[src/rtl/range_match_pkg.sv]
package range_match_pkg;

  // Strobes from the sequencer to the datapath.
  typedef struct packed {
    logic cfgAllow;   // table writes permitted this cycle
    logic load;       // capture address, rewind index
    logic advance;    // step to next mask entry
    logic finish;     // register the verdict
  } scanCtrl_t;

  // Observations from the datapath back to the sequencer.
  typedef struct packed {
    logic entryValid; // current mask entry is populated
    logic netHit;     // masked address found in id table
    logic atLast;     // current index is the final entry
  } scanStat_t;

  typedef enum logic {
    ST_IDLE = 1'b0,
    ST_SCAN = 1'b1
  } scanState_e;

endpackage

[src/rtl/rms_datapath.sv]
module rms_datapath
  import range_match_pkg::*;
#(
  parameter int ADDR_W = 32,
  parameter int DEPTH  = 16,
  localparam int IDX_W = $clog2(DEPTH),
  localparam int CNT_W = $clog2(DEPTH) + 1
) (
  input  logic              clk,
  input  logic              rstN,
  input  scanCtrl_t         ctrl,
  input  logic              cfgWrEn,
  input  logic              cfgSel,
  input  logic [IDX_W-1:0]  cfgIdx,
  input  logic [ADDR_W-1:0] cfgData,
  input  logic              cfgValid,
  input  logic [ADDR_W-1:0] addrIn,
  output scanStat_t         stat,
  output logic              hit,
  output logic [CNT_W-1:0]  cycles
);

  logic [ADDR_W-1:0] maskMem [DEPTH];
  logic [ADDR_W-1:0] netMem  [DEPTH];
  logic [DEPTH-1:0]  maskVld;
  logic [DEPTH-1:0]  netVld;

  logic [ADDR_W-1:0] addrReg;
  logic [IDX_W-1:0]  idxReg;
  logic [ADDR_W-1:0] curMask;
  logic [ADDR_W-1:0] maskedAddr;
  logic [DEPTH-1:0]  netMatch;

  logic maskWr;
  logic netWr;

  assign maskWr = ctrl.cfgAllow && cfgWrEn && !cfgSel;
  assign netWr  = ctrl.cfgAllow && cfgWrEn &&  cfgSel;

  // Table storage, one generate slice per entry.
  for (genvar e = 0; e < DEPTH; e++) begin : g_entry
    always_ff @(posedge clk) begin
      if (!rstN) begin
        maskMem[e] <= '0;
        maskVld[e] <= 1'b0;
      end else if (maskWr && cfgIdx == IDX_W'(e)) begin
        maskMem[e] <= cfgData;
        maskVld[e] <= cfgValid;
      end
    end

    always_ff @(posedge clk) begin
      if (!rstN) begin
        netMem[e] <= '0;
        netVld[e] <= 1'b0;
      end else if (netWr && cfgIdx == IDX_W'(e)) begin
        netMem[e] <= cfgData;
        netVld[e] <= cfgValid;
      end
    end

    // Exact-match lookup of the masked address, all ids in parallel.
    assign netMatch[e] = netVld[e] && (netMem[e] == maskedAddr);
  end

  // Scan registers.
  always_ff @(posedge clk) begin
    if (!rstN) begin
      addrReg <= '0;
      idxReg  <= '0;
    end else if (ctrl.load) begin
      addrReg <= addrIn;
      idxReg  <= '0;
    end else if (ctrl.advance) begin
      idxReg  <= idxReg + 1'b1;
    end
  end

  assign curMask    = maskMem[idxReg];
  assign maskedAddr = addrReg & curMask;

  assign stat.entryValid = maskVld[idxReg];
  assign stat.netHit     = |netMatch;
  assign stat.atLast     = (idxReg == IDX_W'(DEPTH - 1));

  // Verdict registers, updated only when a scan completes.
  always_ff @(posedge clk) begin
    if (!rstN) begin
      hit    <= 1'b0;
      cycles <= '0;
    end else if (ctrl.finish) begin
      hit    <= stat.entryValid && stat.netHit;
      cycles <= {1'b0, idxReg} + 1'b1;
    end
  end

endmodule

[src/rtl/rms_control.sv]
module rms_control
  import range_match_pkg::*;
(
  input  logic      clk,
  input  logic      rstN,
  input  logic      start,
  input  scanStat_t stat,
  output scanCtrl_t ctrl,
  output logic      scanActive,
  output logic      done
);

  scanState_e state;
  logic       scanEnds;

  assign scanEnds = !stat.entryValid || stat.netHit || stat.atLast;

  always_comb begin
    ctrl = '0;
    unique case (state)
      ST_IDLE: begin
        ctrl.cfgAllow = 1'b1;
        ctrl.load     = start;
      end
      ST_SCAN: begin
        ctrl.finish  = scanEnds;
        ctrl.advance = !scanEnds;
      end
      default: ctrl = '0;
    endcase
  end

  always_ff @(posedge clk) begin
    if (!rstN) begin
      state <= ST_IDLE;
      done  <= 1'b0;
    end else begin
      done <= ctrl.finish;
      unique case (state)
        ST_IDLE: if (start)       state <= ST_SCAN;
        ST_SCAN: if (ctrl.finish) state <= ST_IDLE;
        default:                  state <= ST_IDLE;
      endcase
    end
  end

  assign scanActive = (state == ST_SCAN);

endmodule

[src/rtl/range_match_scanner.sv]
module range_match_scanner
  import range_match_pkg::*;
#(
  parameter int ADDR_W = 32,
  parameter int DEPTH  = 16,
  localparam int IDX_W = $clog2(DEPTH),
  localparam int CNT_W = $clog2(DEPTH) + 1
) (
  input  logic              clk,
  input  logic              rstN,
  input  logic              cfgWrEn,
  input  logic              cfgSel,
  input  logic [IDX_W-1:0]  cfgIdx,
  input  logic [ADDR_W-1:0] cfgData,
  input  logic              cfgValid,
  input  logic              start,
  input  logic [ADDR_W-1:0] addrIn,
  output logic              done,
  output logic              hit,
  output logic [CNT_W-1:0]  cycles
);

  scanCtrl_t ctrl;
  scanStat_t stat;
  logic      scanActive;

  rms_control u_ctrl (
    .clk        (clk),
    .rstN       (rstN),
    .start      (start),
    .stat       (stat),
    .ctrl       (ctrl),
    .scanActive (scanActive),
    .done       (done)
  );

  rms_datapath #(
    .ADDR_W (ADDR_W),
    .DEPTH  (DEPTH)
  ) u_dp (
    .clk      (clk),
    .rstN     (rstN),
    .ctrl     (ctrl),
    .cfgWrEn  (cfgWrEn),
    .cfgSel   (cfgSel),
    .cfgIdx   (cfgIdx),
    .cfgData  (cfgData),
    .cfgValid (cfgValid),
    .addrIn   (addrIn),
    .stat     (stat),
    .hit      (hit),
    .cycles   (cycles)
  );

endmodule

[config.mk]
export PLATFORM = sky130hd
export DESIGN_NAME = range_match_scanner
export DESIGN_NICKNAME = d
export VERILOG_FILES = /design/src/rtl/range_match_pkg.sv /design/src/rtl/rms_datapath.sv /design/src/rtl/rms_control.sv /design/src/rtl/range_match_scanner.sv
export SDC_FILE = /design/constraint.sdc
export NUM_CORES = 2
export LEC_CHECK = 0
export ABC_AREA = 0
export BUFFER_PORTS_ARGS = -buffer_cell sky130_fd_sc_hd__buf_2
export CAP_MARGIN = 20
export CELL_PAD_IN_SITES_DETAIL_PLACEMENT = 0
export CELL_PAD_IN_SITES_GLOBAL_PLACEMENT = 1
export CORE_ASPECT_RATIO = 0.6
export CORE_MARGIN = 3
export CORE_UTILIZATION = 52
export CTS_CLUSTER_SIZE = 16
export DETAILED_ROUTE_END_ITERATION = 8
export GPL_ROUTABILITY_DRIVEN = 1
export HOLD_SLACK_MARGIN = 0.12
export PLACE_DENSITY = 0.85
export SLEW_MARGIN = 25
export SYNTH_ARGS = -nofsm -noshare
export SYNTH_HDL_FRONTEND = slang
export SYNTH_HIERARCHICAL = 1
export SYNTH_SLANG_ARGS = --single-unit
[constraint.sdc]
create_clock -name clk -period 7.4 [get_ports clk]
set_clock_uncertainty 0.15 [all_clocks]
set_input_delay 0.37 -clock clk [delete_from_list [all_inputs] [get_ports clk]]
set_output_delay 0.37 -clock clk [all_outputs]
set_load 0.02 [all_outputs]
After elaboration in Yosys (flattened, before gate mapping)

Memories as Yosys holds them, arrays and structs flattened. A register that Yosys moved wholly into a read port is not among the register bits.
Cells that the tools add are included.

Register bits: 76
Bits in writable memories: 1024
Input bits: 74
Output and inout bits: 7
Logic and storage cells: 308
Memories: 2

Add/subtract/negate cells: 2
$lt $le $gt $ge: 1
Equal/unequal tests: 32
Multiplexer cells: 138
Bitwise logic cells: 35
Reductions and logical operators: 60

Memory list:

| memory       | words | width | read ports | clocked after Yosys merged registers in | wr ports | line               | text |
|---|---|---|---|---|---|---|---|
| u_dp.maskMem | 16    | 32    | 1          | 1                                       | 16       | rms_datapath.sv:23 | `logic [ADDR_W-1:0] maskMem [DEPTH];` |
| u_dp.netMem  | 16    | 32    | 16         | 0                                       | 16       | rms_datapath.sv:24 | `logic [ADDR_W-1:0] netMem [DEPTH];` |

Operator list:

| kind                  | number |
|---|---|
| $mux W32              | 32 |
| $eq A32 B32 Y1        | 16 |
| $mux W1               | 100 |
| $logic_and A1 B1 Y1   | 52 |
| $eq A4 B4 Y1 const B  | 9 |
| $and A32 B32 Y32      | 1 |
| $or A1 B1 Y1          | 32 |
| $eq A4 B3 Y1 const B  | 4 |
| $reduce_or A16 Y1     | 1 |
| $eq A4 B2 Y1 const B  | 2 |
| $mux W4               | 2 |
| $add A4 B1 Y5 const B | 1 |
| $lt A4 B5 Y1 const B  | 1 |
| $add A4 B1 Y4 const B | 1 |
| $bmux W1 S4           | 1 |
| $eq A4 B1 Y1 const B  | 1 |
| $logic_not A4 Y1      | 1 |
| $mux W2               | 2 |
| $logic_not A1 Y1      | 3 |
| $logic_or A1 B1 Y1    | 2 |
| $not A1 Y1            | 2 |
| $pmux W1 S2           | 1 |
| $reduce_or A2 Y1      | 1 |

Longest topological paths before layout

Word-level depth: 10
Depth in mapped cells: 21
Gate-level depth less buffers: 15

Modules after synthesis

Netlist, hierarchy kept.

Modules (own cells, without submodules):

| module       | times used | cells an instance | area each (µm²) | seq. area each (µm²) |
|---|---|---|---|---|
| rms_datapath | 1          | 4600              | 55235.5         | 32311.0 |
| rms_control  | 1          | 10                | 91.3            | 40.0 |

Least setup slack after synthesis

No wires, ideal clock.

Path type: in2reg
Start point: input cfgSel
End point: memory u_dp.maskMem[3][0], enable pin
Setup time: 0.467 ns
Arrival time: 3.156 ns
Slack: 3.626 ns
Stages on the path: 3
Path through: nand3b_1 -> clkbuf_1 -> o21ai_0

RTL lines:

| what               | line                      | text |
|---|---|---|
| start: declaration | range_match_scanner.sv:12 | `input logic cfgSel,` |
| end: declaration   | rms_datapath.sv:23        |  |

==> run_results.csv <==
group,metric,value,unit
worst_setup_path,crit_arrival,6.81,ns
floorplanning,boundaryPins,81,
clocking,htreeDepth,3,
yosys,syn_area_per_cell,12.0,µm²
placed_design,gp_congestion,1.02,
sta,fin_crit_sh,85.3,%
global_route,grt_overflow,0,
global_route,antenna_found_initial,23,
clocking,path_clk_slew,0.07,ns
yosys,ys.flop_type,"edfxtp_1",
global_route,grt_max_degree,43,
clocking,worstSkewPairLatency,0.76,ns
run_status,status,"completed",
yosys,ys_seq_area_share,58.5,%
clocking,cts_inserted_buffers,104,
detailed_routing,num_vias,41100,
yosys,synth_edf_count,1024,
yosys,synthesis.area,0.0553,mm²
sta,setup_violations,0,
worst_setup_path,start_kind,"flop",
placed_design,place_area,0.0578,mm²
sta,rsz0062_at_grt,"no",
detailed_routing,routedWlPerCell,34.9,µm
pwr,power.density,228,mW/mm²
yosys,synth-seq-cells,1104,
finish,stdcell_area,0.0623,mm²
pwr,ir_drop,0.217,mV
detailed_routing,drt-pass1-iter-count,9,
finish,layout_common_cells,"1027 x and2_1, 1024 x edfxtp_1, 282 x nand3_1",
sta,max_slew_margin,19.5,%
pwr,leakagePower,0.0233,µW
worst_hold_path,hold_class,"in2reg",
sta,hold_viol,0,
finish,final_layout_size_suffix_gt1_share,11.8,%
finish,final_common_cell,"and2_1",
floorplanning,die_y,259,µm
yosys,ys_warn_count,6,
global_route,grt_pass1_vias,36100,
sta,fin_setup_tns,0,ns
placed_design,hpwl,146,mm
floorplanning,die-area,0.110,mm²
worst_setup_path,crit_path_end_kind,"flop",
yosys,synth_cells,4610,
placed_design,port_buffers,80,
finish,fin_nets,4742,
detailed_routing,drt-initial-drc-count,7307,
sta,slew_viol_final,0,
floorplanning,start_util,53.2,%
clocking,clockBufferDepth,3,
finish,post-route-util,59.8,%
global_route,grt_pass1_wl,293,mm
worst_setup_path,r2r_cells,19,
floorplanning,core,0.104,mm²
floorplanning,die_w,427,µm
yosys,synth_nets,4685,
worst_setup_path,cp_max_fo,22,
detailed_routing,viasPerCell,6.67,
detailed_routing,drtAntennaViolNets,0,
clocking,cts.sinks,1104,
floorplanning,row_count,91,
sta,max_freq,0.158,GHz
worst_setup_path,worstPathRequired,7.90,ns
worst_setup_path,crit_type,"reg2reg",
yosys,ys_types,64,
yosys,async_reset_ff_share,0,%
finish,syn_to_final_growth,12.6,%
run,cap_violations,0,
sta,tightestPinTransition,1.20,ns
detailed_routing,drt-total-wl,215,mm
detailed_routing,drc,0,
clocking,cts_tree,"yes",
worst_hold_path,whs_path_depth,2,
global_route,grt_usage,38.3,%
sta,timing.final.crit_period,6.32,ns
clocking,root_buffer,"clkbuf_16",
[worst max-delay path, cell delays in order (launching register included)]
cell      delay (ns)
dfxtp_1         0.42
buf_4           0.26
nor2b_4         0.74
buf_4           0.34
a22oi_1         0.12
nand3_1         0.62
a21oi_1         0.14
nand4b_1        0.80
nor4bb_1        0.63
buf_4           0.26
nand4_1         0.10
nor4_1          0.32
nor4_1          0.10
nand4_1         0.27
nor2_1          0.12
a21oi_1         0.23
buf_4           0.21
and3_1          0.19
o31ai_1         0.07
o211ai_1        0.12
[worst paths after layout]
kind	endpoint	start	slack [ns]
min reg2reg	u_dp/maskVld[14]$_SDFFE_PN0P_	u_dp/maskVld[14]$_SDFFE_PN0P_	0.32
min	u_dp/netMem[0][43]$_SDFFCE_PN0P_	cfgData[11]	0.18
max reg2reg	u_dp/hit$_SDFFE_PN0P_	flop	1.08
max	u_dp/hit$_SDFFE_PN0P_	flop	1.08
[registers in the layout, indices dropped and copies added (netlist names), named ones only]
| register | count |
|---|---|
| u_dp/netMem | 512 |
| u_dp/addrReg | 32 |
| u_dp/idxReg | 4 |
| u_dp/maskMem | 512 |
| u_ctrl/scanActive | 1 |
| u_dp/netVld | 16 |
| u_dp/hit | 1 |
| u_dp/cycles | 5 |
| u_ctrl/done | 1 |
| u_dp/maskVld | 16 |
[where the power goes]
group | internal (µW) | switching (µW)
Clock | 3470 | 2530
Combinational | 258 | 797
Sequential | 7020 | 122
[area by class of cell]
| cell class | count | area [µm²] |
|---|---|---|
| diodes | 16 | 40.0 |
| clock buffers | 130 | 2830 |
| clock inverters | 66 | 937 |
| fillers | 8249 | 41800 |
| inverters | 39 | 146 |
| multi-input cells | 3110 | 21800 |
| flip-flops and latches | 1104 | 32400 |
| well taps | 1395 | 1750 |
| repair buffers | 308 | 2380 |
[routing by layer]
layer  part of all wire, %  vias to the layer above  GRT usage (%)
li1                      -                    17000              -
met1                    42                    20400           58.2
met2                    36                     3404           46.1
met3                    20                      271           22.8
met4                   1.8                       12           6.13
met5                 0.050                        -           1.40
[synth_stat cells (74+ instances only)]
cell      number  area, µm²
nand4_1      186       1160
a21o_1       188       1410
mux2i_1      265       2650
xor2_1       245       2150
nand3_1      283       1420
nand2_1      127        477
nor4_1       151        945
a21oi_1       74        370
dfxtp_1       80       1600
clkbuf_1     260        976
edfxtp_1    1024      30700
and2_1      1028       6430
a22oi_1       93        698
[logic make-up (layout without fill, tap and decap cells)]
kind of cell,count (synthesis),in the layout,share of synthesized area (%)
flops,1104,1104,58.5
simple gates,2076,2076,22.4
buf+inv,396,543,3.18
fa+ha+maj,1,1,0.0226
xor+xnor,263,263,4.16
compound gates,487,487,6.19
other cells,0,16,0
mux,283,283,5.53
[per-stage QoR]
| stage | setup WS (ns) | power [µW] | cells | hold slack [ns] |
|---|---|---|---|---|
| after floorplan | 3.63 | 7720 | 4610 | 0.292 |
| after global placement | 1.30 | 8210 | 5892 | 0.302 |
| after detailed placement | 1.39 | 8220 | 5897 | 0.315 |
| after CTS | 1.35 | 14100 | 6152 | 0.155 |
| after global routing | 1.02 | 14500 | 6159 | 0.185 |
| final | 1.08 | 14200 | 6168 | 0.177 |
[timing repair]
| item | in CTS | in global routing |
|---|---|---|
| buffers inserted | 0 | 0 |
| setup endpoints to repair | 0 | 0 |
| hold endpoints to repair | 48 | 0 |
| gates resized for setup | 0 | 0 |
| hold buffers | 59 | 0 |
Note: power is estimated with default switching activity, not from simulation.
